File: src/rtl/hbist_pkg.sv
package hbist_pkg;
  typedef enum logic [1:0] {
    ST_IDLE,
    ST_PRAND,
    ST_DETER,
    ST_FIN
  } bist_state_e;
endpackage

File: src/rtl/hbist_lfsr.sv
module hbist_lfsr #(
  parameter int          W    = 16,
  parameter logic [W-1:0] TAPS = 16'hB400
) (
  input  logic         clk_i,
  input  logic         rst_ni,
  input  logic         load_i,
  input  logic [W-1:0] seed_i,
  input  logic         adv_i,
  output logic [W-1:0] q_o
);
  localparam logic [W-1:0] ONE = W'(1);

  logic [W-1:0] q;

  always_ff @(posedge clk_i or negedge rst_ni) begin
    if (!rst_ni)     q <= ONE;
    else if (load_i) q <= (seed_i == '0) ? ONE : seed_i;
    else if (adv_i)  q <= (q >> 1) ^ (q[0] ? TAPS : '0);
  end

  assign q_o = q;


  lfsr_nonzero_chk: assert property (@(posedge clk_i) disable iff (!rst_ni)
    q != '0);
endmodule

File: src/rtl/hbist_misr.sv
module hbist_misr #(
  parameter int          W    = 16,
  parameter logic [W-1:0] TAPS = 16'hB400
) (
  input  logic         clk_i,
  input  logic         rst_ni,
  input  logic         load_i,
  input  logic [W-1:0] seed_i,
  input  logic         cap_i,
  input  logic [W-1:0] resp_i,
  output logic [W-1:0] q_o
);
  logic [W-1:0] q;

  always_ff @(posedge clk_i or negedge rst_ni) begin
    if (!rst_ni)     q <= '0;
    else if (load_i) q <= seed_i;
    else if (cap_i)  q <= ((q >> 1) ^ (q[0] ? TAPS : '0)) ^ resp_i;
  end

  assign q_o = q;


  misr_load_chk: assert property (@(posedge clk_i) disable iff (!rst_ni)
    load_i |=> q == $past(seed_i));


  misr_hold_chk: assert property (@(posedge clk_i) disable iff (!rst_ni)
    (!load_i && !cap_i) |=> $stable(q));
endmodule

File: src/rtl/hbist_ctrl.sv
module hbist_ctrl
  import hbist_pkg::*;
#(
  parameter int CNT_W = 16
) (
  input  logic             clk_i,
  input  logic             rst_ni,
  input  logic             start_i,
  input  logic [CNT_W-1:0] prand_len_i,
  input  logic [CNT_W-1:0] det_count_i,
  input  logic             det_valid_i,
  output logic             load_o,
  output logic             prand_o,
  output logic             deter_o,
  output logic             cap_o,
  output logic             done_o
);
  localparam logic [CNT_W-1:0] ONE = CNT_W'(1);

  bist_state_e      state_q;
  logic [CNT_W-1:0] pr_cnt_q, det_cnt_q;
  logic             start_acc;

  assign start_acc = start_i && (state_q == ST_IDLE || state_q == ST_FIN);
  assign load_o    = start_acc;
  assign prand_o   = state_q == ST_PRAND;
  assign deter_o   = state_q == ST_DETER;
  assign done_o    = state_q == ST_FIN;
  assign cap_o     = prand_o || (deter_o && det_valid_i);

  always_ff @(posedge clk_i or negedge rst_ni) begin
    if (!rst_ni) begin
      state_q   <= ST_IDLE;
      pr_cnt_q  <= '0;
      det_cnt_q <= '0;
    end else if (start_acc) begin
      pr_cnt_q  <= prand_len_i;
      det_cnt_q <= det_count_i;
      if (prand_len_i != '0)      state_q <= ST_PRAND;
      else if (det_count_i != '0) state_q <= ST_DETER;
      else                        state_q <= ST_FIN;
    end else begin
      unique case (state_q)
        ST_PRAND: begin
          pr_cnt_q <= pr_cnt_q - ONE;
          if (pr_cnt_q == ONE)
            state_q <= (det_cnt_q != '0) ? ST_DETER : ST_FIN;
        end
        ST_DETER: begin
          if (det_valid_i) begin
            det_cnt_q <= det_cnt_q - ONE;
            if (det_cnt_q == ONE) state_q <= ST_FIN;
          end
        end
        default: ;
      endcase
    end
  end


  done_hold_chk: assert property (@(posedge clk_i) disable iff (!rst_ni)
    (done_o && !start_i) |=> done_o);


  busy_start_chk: assert property (@(posedge clk_i) disable iff (!rst_ni)
    (prand_o && start_i && pr_cnt_q != ONE) |=> prand_o);
endmodule

File: src/rtl/hybrid_bist_wrap.sv
module hybrid_bist_wrap #(
  parameter int                STIM_W    = 16,
  parameter int                RESP_W    = 16,
  parameter int                CNT_W     = 16,
  parameter logic [STIM_W-1:0] LFSR_TAPS = 16'hB400,
  parameter logic [RESP_W-1:0] MISR_TAPS = 16'hB400
) (
  input  logic              clk_i,
  input  logic              rst_ni,
  input  logic              start_i,
  input  logic [CNT_W-1:0]  prand_len_i,
  input  logic [CNT_W-1:0]  det_count_i,
  input  logic [STIM_W-1:0] lfsr_seed_i,
  input  logic [RESP_W-1:0] sig_seed_i,
  input  logic [STIM_W-1:0] det_pat_i,
  input  logic              det_valid_i,
  output logic              det_ready_o,
  output logic [STIM_W-1:0] core_stim_o,
  input  logic [RESP_W-1:0] core_resp_i,
  input  logic [RESP_W-1:0] expect_sig_i,
  output logic [RESP_W-1:0] sig_o,
  output logic              done_o,
  output logic              pass_o
);
  logic              load, prand, deter, cap, done;
  logic [STIM_W-1:0] lfsr_q;

  hbist_ctrl #(.CNT_W(CNT_W)) i_ctrl (
    .clk_i       (clk_i),
    .rst_ni      (rst_ni),
    .start_i     (start_i),
    .prand_len_i (prand_len_i),
    .det_count_i (det_count_i),
    .det_valid_i (det_valid_i),
    .load_o      (load),
    .prand_o     (prand),
    .deter_o     (deter),
    .cap_o       (cap),
    .done_o      (done)
  );

  hbist_lfsr #(.W(STIM_W), .TAPS(LFSR_TAPS)) i_lfsr (
    .clk_i  (clk_i),
    .rst_ni (rst_ni),
    .load_i (load),
    .seed_i (lfsr_seed_i),
    .adv_i  (prand),
    .q_o    (lfsr_q)
  );

  hbist_misr #(.W(RESP_W), .TAPS(MISR_TAPS)) i_misr (
    .clk_i  (clk_i),
    .rst_ni (rst_ni),
    .load_i (load),
    .seed_i (sig_seed_i),
    .cap_i  (cap),
    .resp_i (core_resp_i),
    .q_o    (sig_o)
  );

  // one 2:1 select per core input
  for (genvar b = 0; b < STIM_W; b++) begin : g_in_mux
    assign core_stim_o[b] = deter ? det_pat_i[b] : lfsr_q[b];
  end

  assign det_ready_o = deter;
  assign done_o      = done;
  assign pass_o      = done && (sig_o == expect_sig_i);


  stall_hold_chk: assert property (@(posedge clk_i) disable iff (!rst_ni)
    (det_ready_o && !det_valid_i && !start_i) |=> $stable(sig_o));


  done_rise_chk: assert property (@(posedge clk_i) disable iff (!rst_ni)
    $rose(done_o) |-> ($past(cap) || $past(load)));


  ready_not_done_chk: assert property (@(posedge clk_i) disable iff (!rst_ni)
    !(det_ready_o && done_o));
endmodule

File: config.mk
export PLATFORM = sky130hd
export DESIGN_NAME = hybrid_bist_wrap
export DESIGN_NICKNAME = d
export VERILOG_FILES = /design/src/rtl/hbist_pkg.sv /design/src/rtl/hbist_lfsr.sv /design/src/rtl/hbist_misr.sv /design/src/rtl/hbist_ctrl.sv /design/src/rtl/hybrid_bist_wrap.sv
export SDC_FILE = /design/constraint.sdc
export NUM_CORES = 1
export LEC_CHECK = 0
export BUFFER_PORTS_ARGS = -buffer_cell sky130_fd_sc_hd__buf_2
export CAP_MARGIN = 20
export CORE_UTILIZATION = 45
export DETAILED_ROUTE_END_ITERATION = 6
export PLACE_DENSITY = 0.77
export REMOVE_ABC_BUFFERS = 1
export SYNTH_ARGS = -nofsm -noshare
export SYNTH_HDL_FRONTEND = slang
export SYNTH_SLANG_ARGS = --single-unit
File: constraint.sdc
create_clock -name clk_i -period 2.1 [get_ports clk_i]
set_input_delay 0.315 -clock clk_i [delete_from_list [all_inputs] [get_ports clk_i]]
set_output_delay 0.315 -clock clk_i [all_outputs]
set_load 0.05 [all_outputs]
==> flow_summary.yaml, run 1 <==
timing:
  clock_skew_ps: 9.52
  worstMarginPinSlew_ps: 423
  max-slew-margin-rel_pct: 71.6
  final-hold-violation-count: 0
  drv_slew: 0
  fmax_mhz: 493
  min_period_over_period_pct: 96.6
  setup_slack_ps: 71.4
  final.setup.tns_ps: 0
  rsz0062_at_grt: "true"
  period_needed_ps: 2030
  setup_viol: 0
layout:
  nets: 733
  finalNonFillerCells: 723
  seq_area_mm2: 0.00165
  antenna_cells: 0
  nFillCells: 780
  multi_input_area_mm2: 0.00232
  synthToLayoutAreaGrowth_pct: 31.2
  drive_above_1_share_pct: 35.8
floorplanning:
  rows: 34
  dieArea_mm2: 0.00943
  core_mm2: 0.00872
  die_h_um: 97.1
  start_util_pct: 46.7
  die_w_um: 97.1
  pin_count: 151
synthesis:
  netlist_area_mm2: 0.00407
  yosysTopAreaCellShare_pct: 40.0
  yosysWarningCount: 0
  synth_cells: 452
  yosys_most_used_dff: "dfrtp_1"
  synth_seq_cells: 66
  synthArstFlopShare_pct: 100
  synth-seq-area-share_pct: 40.6
  synthTopCellsByArea: "dfrtp_1 40%, xnor2_1 11%, o21ai_0 7.7%"
  synth_top_area_cell: "dfrtp_1"
  synth_edf_count: 0
  synth_most_common_cell: "nand2_1"
  synth.top_cells.by_count: "71 x nand2_1, 65 x dfrtp_1, 63 x o21ai_0, 51 x xnor2_1, 31 x nor2_1"
  synth.avg_cell_area_um2: 9.00
  yosysUniqueCellTypes: 42
setup_path:
  crit_path_end_kind: "output port"
  critPathArrivalTime_ps: 1710
  path_max_fanout: 17
  cp-start-kind: "flip-flop"
  worstSetupPathType: "flip-flop to output port"
  crit_required_ps: 1780
route:
  first_iter_violations: 84
  drc_errors: 0
  vias: 3747
  final_antenna_net_count: 0
  wl_um: 10200
  firstDrtPassIters: 4
  via_per_inst: 5.18
  wire_per_inst_um: 14.2
outcome:
  outcome: "complete, no violations"
clock_network:
  clk_pin_slew_ps: 80
  cts_tree: "yes"
  cts_inserted_buffers: 9
  clock_path_buffers: 2
  htreeDepth: 3
  cts.sinks: 66
  clkLatencyLatePin_ps: 340
  cts-root-buf: "clkbuf_8"
placement:
  gp_congestion: 0.826
  dp_slack_ps: 27.9
  hpwl_um: 7590
  io_buffers: 150
  placedCellCount: 701
global_routing:
  grt_max_degree: 67
  grt-ovfl-total: 0
  grt_pass1_vias: 3702
  grt_pass1_wl_um: 17100
  antenna_found_initial: 0
  grt_usage_pct: 22.3
power_and_ir_drop:
  powerDensity_mw_per_mm2: 1760
  irDropWorstVdd_mv: 1.11
  p_leak_uw: 0.00235
  finalPower_uw: 9410
job:
  maxCapViolCount: 0
worst_hold_path:
  hp-class: "input port to flip-flop"
## metrics by stage
stage	hold slack, ps	utilization [%]	area [um2]
final	189	61.2	5340
after detailed placement	361	57.4	5010
after global routing	183	61.2	5340
after floorplan	19.4	-	3960
after global placement	357	57.4	5010
after CTS	180	60.6	5290
## layout by cell type (no fill, tap or decap), types with 3 or more instances in the layout
master and n:
clkbuf_8 11, a21oi_1 21, nor4_1 15, mux2_2 16, nand2_1 71, buf_12 4, nand4_1 5, xnor2_1 51
o21ai_0 62, dfrtp_1 65, or3_4 3, buf_2 134, inv_1 6, nor2_1 31, mux2i_1 14, nand3_1 4
ha_1 6, xor2_1 16, buf_4 32, nor3_1 9
## power breakdown
part | switching, uW | leakage [uW] | total [uW] | internal [uW]
logic | 3450 | 0.00145 | 5700 | 2250
clock network | 485 | 0.0000986 | 1100 | 612
registers | 665 | 0.000802 | 2620 | 1950
total | 4600 | 0.00235 | 9410 | 4810
## timing repair
action	in CTS	in global routing
hold endpoints to repair	17	0
gates resized for setup	12	19
setup endpoints to repair	17	21
setup buffers	3	2
hold buffers	1	0
pin swaps	5	4
## worst max-delay path: stages, from the launching register on
cell and delay, ps:
dfrtp_1 410, inv_2 90, ha_4 180, buf_12 160
mux2_2 330, buf_2 210
## routing by layer
layer | track usage [%] | part of all wire, % | wire, um | up-vias
li1 | - | - | - | 1874
met1 | 27.9 | 44 | 4510 | 1753
met2 | 38.6 | 50 | 5130 | 111
met3 | 5.11 | 4.8 | 488 | 9
met4 | 5.74 | 0.98 | 100 | 0
met5 | 0 | 0 | 0 | -
## logic make-up after synthesis
group	share of synthesized area [%]
compound gates	12.5
xor+xnor	14.4
fa+ha+maj	2.15
buf+inv	3.35
flops	40.6
mux	7.87
simple gates	19.0
## flip-flops by register name (all words and copies together), names as in the netlist
register and count:
i_ctrl.det_cnt_q 16, i_ctrl.pr_cnt_q 16, i_lfsr.q_o 16, i_misr.q_o 16, i_ctrl.state_q 2
## layout make-up
type                    instances  area share, %
clock buffers                  12           2.91
clock inverters                 4          0.937
inverters                       7          0.492
multi-input cells             355           43.4
flip-flops and latches         66           31.0
well taps                     108           2.53
repair buffers                171           18.7
## path summary, 6_finish.rpt
check | start | end | slack [ps] | cells past startpoint
max | i_ctrl.state_q[0]$_DFFE_PN0P_ | core_stim_o[7] | 70 | 5
min in group asynchronous | rst_ni | i_ctrl.det_cnt_q[5]$_DFFE_PN0P_ | 520 | 3
min | lfsr_seed_i[7] | i_lfsr.q_o[7]$_DFFE_PN0P_ | 190 | 3
min reg2reg | i_ctrl.pr_cnt_q[11]$_DFFE_PN0P_ | i_ctrl.pr_cnt_q[11]$_DFFE_PN0P_ | 580 | 2
max reg2reg | i_ctrl.pr_cnt_q[11]$_DFFE_PN0P_ | i_ctrl.state_q[0]$_DFFE_PN0P_ | 80 | 5
max in group asynchronous | rst_ni | i_lfsr.q_o[0]$_DFFE_PN1P_ | 1250 | 3
No activity file was read; power rests on OpenSTA's default activity.
==> run 2, diff against run 1 <==
--- a/config.mk
+++ b/config.mk
@@ -9,6 +9,7 @@
 export CAP_MARGIN = 20
 export CORE_UTILIZATION = 45
 export DETAILED_ROUTE_END_ITERATION = 6
+export MAX_ROUTING_LAYER = met4
 export PLACE_DENSITY = 0.77
 export REMOVE_ABC_BUFFERS = 1
 export SYNTH_ARGS = -nofsm -noshare
==> flow_summary.yaml, run 2 (same netlist as run 1, synthesis figures left out) <==
timing:
  drv_slew: 0
  timing.hold.ws_ps: 186
  rsz0062_at_grt: "true"
  clock_skew_ps: 8.19
  fmax_mhz: 489
  min_period_over_period_pct: 97.4
  setup_slack_ps: 55.6
  setup_viol: 0
  max-slew-margin-rel_pct: 70.5
  worstMarginPinSlew_ps: 438
  final-hold-violation-count: 0
  period_needed_ps: 2040
floorplanning:
  start_util_pct: 46.7
  core_mm2: 0.00872
  die_h_um: 97.1
  die_w_um: 97.1
  pin_count: 151
  dieArea_mm2: 0.00943
  rows: 34
setup_path:
  worstSetupPathType: "flip-flop to output port"
  critPathArrivalTime_ps: 1730
  path_max_fanout: 17
  cp-start-kind: "flip-flop"
  startpoint: "i_ctrl.state_q[0]$_DFFE_PN0P_"
  rr_startpoint: "i_ctrl.pr_cnt_q[11]$_DFFE_PN0P_"
  crit_required_ps: 1780
  crit_path_end_kind: "output port"
  r2r_cells: 5
  rr_endpoint: "i_ctrl.state_q[0]$_DFFE_PN0P_"
  regToRegSetupSlack_ps: 90
power_and_ir_drop:
  powerDensity_mw_per_mm2: 1760
  irDropWorstVdd_mv: 1.11
  p_sw_share_pct: 49.0
  p_int_uw: 4790
  seq_power_share_pct: 27.9
  p_switching_uw: 4600
  p_comb_share_pct: 60.4
  finalPower_uw: 9380
  pwr-share-clk_pct: 11.7
  p_leak_uw: 0.00235
clock_network:
  clk_pin_slew_ps: 70
  cts.sinks: 66
  cts_tree: "yes"
  cts_inserted_buffers: 9
  htreeDepth: 3
  clock_path_buffers: 2
  clkLatencyLatePin_ps: 340
  cts-root-buf: "clkbuf_8"
layout:
  drive_above_1_share_pct: 35.7
  nFillCells: 778
  final_common_cell: "buf_2"
  synthToLayoutAreaGrowth_pct: 30.9
  finish.utilization_pct: 61.1
  final_cell_mix: "136 x buf_2, 71 x nand2_1, 65 x dfrtp_1"
  antenna_cells: 0
  fin_area_mm2: 0.00533
  nets: 732
route:
  first_iter_violations: 79
  firstDrtPassIters: 4
  via_per_inst: 5.18
  wl_um: 10200
  wire_per_inst_um: 14.1
  final_antenna_net_count: 0
  vias: 3743
  drc_errors: 0
global_routing:
  grt_max_degree: 67
  grt_pass1_vias: 3710
  grt-ovfl-total: 0
  grt_usage_pct: 22.9
  antenna_found_initial: 0
  grt_pass1_wl_um: 17100
worst_hold_path:
  hold_path_depth: 3
  hp-class: "input port to flip-flop"
  hold_path_end: "i_lfsr.q_o[7]$_DFFE_PN0P_"
  holdCritStartpoint: "lfsr_seed_i[7]"
placement:
  dp_slack_ps: 27.9
  hpwl_um: 7590
  io_buffers: 150
  placed_area_mm2: 0.00501
  gp_congestion: 0.838
job:
  maxCapViolCount: 0
outcome:
  outcome: "complete, no violations"
## run 2: worst max-delay path by stage
stage | end | slack, ps | depth (start not counted)
finish | core_stim_o[11] | 60 | 5
detailed placement | i_ctrl.state_q[0]$_DFFE_PN0P_ | 30 | 5
floorplan | i_ctrl.state_q[0]$_DFFE_PN0P_ | -1140 | 4
global route | pass_o | -7 | 5
global placement | i_ctrl.state_q[0]$_DFFE_PN0P_ | 70 | 5
CTS | core_stim_o[6] | 0.03 | 5
## run 2: layer usage
layer / GRT usage (%) / wire length, um
met5: - / 0
met4: 6.77 / 128
met3: 4.03 / 509
met2: 38.6 / 5060
met1: 28.2 / 4520
## run 2: cell type report
class	count	area [um2]	area share, %
multi-input cells	355	2320	43.5
flip-flops and latches	66	1650	31.0
well taps	108	135	2.54
clock inverters	4	50.0	0.940
repair buffers	170	988	18.6
clock buffers	12	155	2.91
inverters	7	26.3	0.493
## run 2: critical path, stage by stage (launching register included)
cell and delay (ps):
dfrtp_1 410, inv_2 90, ha_4 180, buf_12 160, mux2_2 350, buf_4 190
## run 2: metrics by stage
step	instances	TNS, ps
after global placement	701	0
after global routing	722	-8.53
after CTS	721	0
after detailed placement	701	0
after floorplan	428	-71830
final	722	0
## run 2: power by group through the flow
stage	Clock, uW	Combinational, uW	Sequential (uW)
6_report	1100	5670	2620
5_1_grt	1170	6190	2720
4_1_cts	1120	5620	2620
3_5_place_dp	0	5420	2650
3_3_place_gp	0	5300	2600
2_1_floorplan	0	3560	3030
## run 2: repair_timing
item / in CTS / in global routing
hold endpoints to repair: 17 / 0
gates resized for setup: 12 / 15
setup buffers: 3 / 1
endpoints found under the setup margin: 17 / 21
hold buffers: 1 / 0
pin swaps: 5 / 4
==> run 3, diff against run 2 <==
--- a/config.mk
+++ b/config.mk
@@ -10,7 +10,7 @@
 export CORE_UTILIZATION = 45
 export DETAILED_ROUTE_END_ITERATION = 6
 export MAX_ROUTING_LAYER = met4
-export PLACE_DENSITY = 0.77
+export PLACE_DENSITY = 0.73
 export REMOVE_ABC_BUFFERS = 1
 export SYNTH_ARGS = -nofsm -noshare
 export SYNTH_HDL_FRONTEND = slang
==> flow_summary.yaml, run 3 (same netlist as run 1, synthesis figures left out) <==
clock_network:
  clock_path_buffers: 2
  clk_pin_slew_ps: 80
  cts_tree: "yes"
  cts.sinks: 66
  cts-root-buf: "clkbuf_8"
  clkLatencyLatePin_ps: 340
  cts_inserted_buffers: 9
  htreeDepth: 3
placement:
  placed_area_mm2: 0.00500
  io_buffers: 150
  dp_slack_ps: -1.08
  gp_congestion: 0.883
  hpwl_um: 7690
layout:
  drive_above_1_share_pct: 35.7
  antenna_cells: 0
  final_common_cell: "buf_2"
  nFillCells: 766
  nets: 735
  fin_area_mm2: 0.00537
  synthToLayoutAreaGrowth_pct: 31.9
  final_cell_mix: "133 x buf_2, 71 x nand2_1, 65 x dfrtp_1"
  finish.utilization_pct: 61.5
setup_path:
  r2r_cells: 5
  crit_cells: 5
  cp_top_family: "simple AND/OR/NAND/NOR gates"
  path_max_fanout: 5
  worstSetupPathType: "flip-flop to flip-flop"
  crit_path_cell_trace: "or3_4 -> or3_4 -> or3_4 -> a31oi_4 -> mux2i_1"
  critPathArrivalTime_ps: 2320
  cpPeakStageDelay_ps: 410
  critPathSlowestCell: "or3_4"
  critPathMostFrequentCell: "or3_4"
  worstPathBufferInverterCount: 0
  crit_path_end_kind: "flip-flop"
  cp-start-kind: "flip-flop"
  crit_required_ps: 2360
route:
  wire_per_inst_um: 14.5
  via_per_inst: 5.22
  final_antenna_net_count: 0
  wl_um: 10500
  firstDrtPassIters: 4
  drc_errors: 0
  first_iter_violations: 101
  vias: 3788
global_routing:
  grt_pass1_wl_um: 17200
  grt_pass1_vias: 3646
  grt-ovfl-total: 0
  grt_max_degree: 62
  grt_usage_pct: 23.4
  antenna_found_initial: 0
floorplanning:
  pin_count: 151
  dieArea_mm2: 0.00943
  die_h_um: 97.1
  rows: 34
  start_util_pct: 46.7
  core_mm2: 0.00872
  die_w_um: 97.1
power_and_ir_drop:
  p_leak_uw: 0.00237
  finalPower_uw: 9470
  powerDensity_mw_per_mm2: 1760
  irDropWorstVdd_mv: 1.24
timing:
  worstMarginPinSlew_ps: 547
  max-slew-margin-rel_pct: 63.6
  clock_skew_ps: 10.9
  min_period_over_period_pct: 98.2
  drv_slew: 0
  setup_slack_ps: 38.2
  fmax_mhz: 485
  period_needed_ps: 2060
  rsz0062_at_grt: "true"
  setup_viol: 0
  final-hold-violation-count: 0
  timing.hold.ws_ps: 184
outcome:
  outcome: "complete, no violations"
job:
  maxCapViolCount: 0
worst_hold_path:
  hold_path_depth: 3
  hp-class: "input port to flip-flop"
[run 3: through the flow]
step,setup TNS (ps),std cells
detailed placement,-1.08,700
floorplan,-71830,428
global route,-136,725
CTS,0,721
finish,0,725
global placement,0,700
[run 3: per-layer routing]
metal  wire length (um)  global-route usage, %  share of wire, %
met1               4620                   29.5                44
met2               5120                   37.6                49
met3                603                   6.04               5.7
met4                165                   6.08               1.6
met5                  0                      -                 0
[run 3: final timing paths]
| check | end | from | slack [ps] |
|---|---|---|---|
| setup / recovery | i_ctrl.state_q[0]$_DFFE_PN0P_ | i_ctrl.pr_cnt_q[8]$_DFFE_PN0P_ | 40 |
| hold / removal | i_lfsr.q_o[8]$_DFFE_PN0P_ | lfsr_seed_i[8] | 180 |
| setup reg to reg | i_ctrl.state_q[0]$_DFFE_PN0P_ | i_ctrl.pr_cnt_q[8]$_DFFE_PN0P_ | 40 |
| hold reg to reg | i_ctrl.pr_cnt_q[5]$_DFFE_PN0P_ | i_ctrl.pr_cnt_q[5]$_DFFE_PN0P_ | 560 |
| max in group asynchronous | i_ctrl.pr_cnt_q[12]$_DFFE_PN0P_ | rst_ni | 1020 |
| min in group asynchronous | i_ctrl.det_cnt_q[8]$_DFFE_PN0P_ | rst_ni | 490 |
[run 3: cell type report]
type / instances / area [um2] / area share [%]
repair buffers: 173 / 1040 / 19.4
clock inverters: 4 / 51.3 / 0.956
inverters: 7 / 26.3 / 0.490
clock buffers: 12 / 145 / 2.70
flip-flops and latches: 66 / 1650 / 30.8
well taps: 108 / 135 / 2.52
multi-input cells: 355 / 2310 / 43.1
[run 3: report_power, final]
group / total, uW / leakage (uW) / internal, uW / switching (uW)
Clock: 1070 / 0.0000966 / 582 / 488
Combinational: 5790 / 0.00147 / 2310 / 3480
Sequential: 2610 / 0.000802 / 1950 / 657
[run 3: what timing repair did]
action | in CTS | in global routing
hold endpoints to repair | 18 | 0
gates cloned | 0 | 1
resized for setup | 6 | 35
setup endpoints to repair | 18 | 19
hold buffers | 1 | 0
setup buffers | 4 | 3
pin swaps | 3 | 4
[run 3: tightest hold or removal path, stage by stage]
cell and delay, ps:
buf_2 90, nand2_1 40, o21ai_0 50
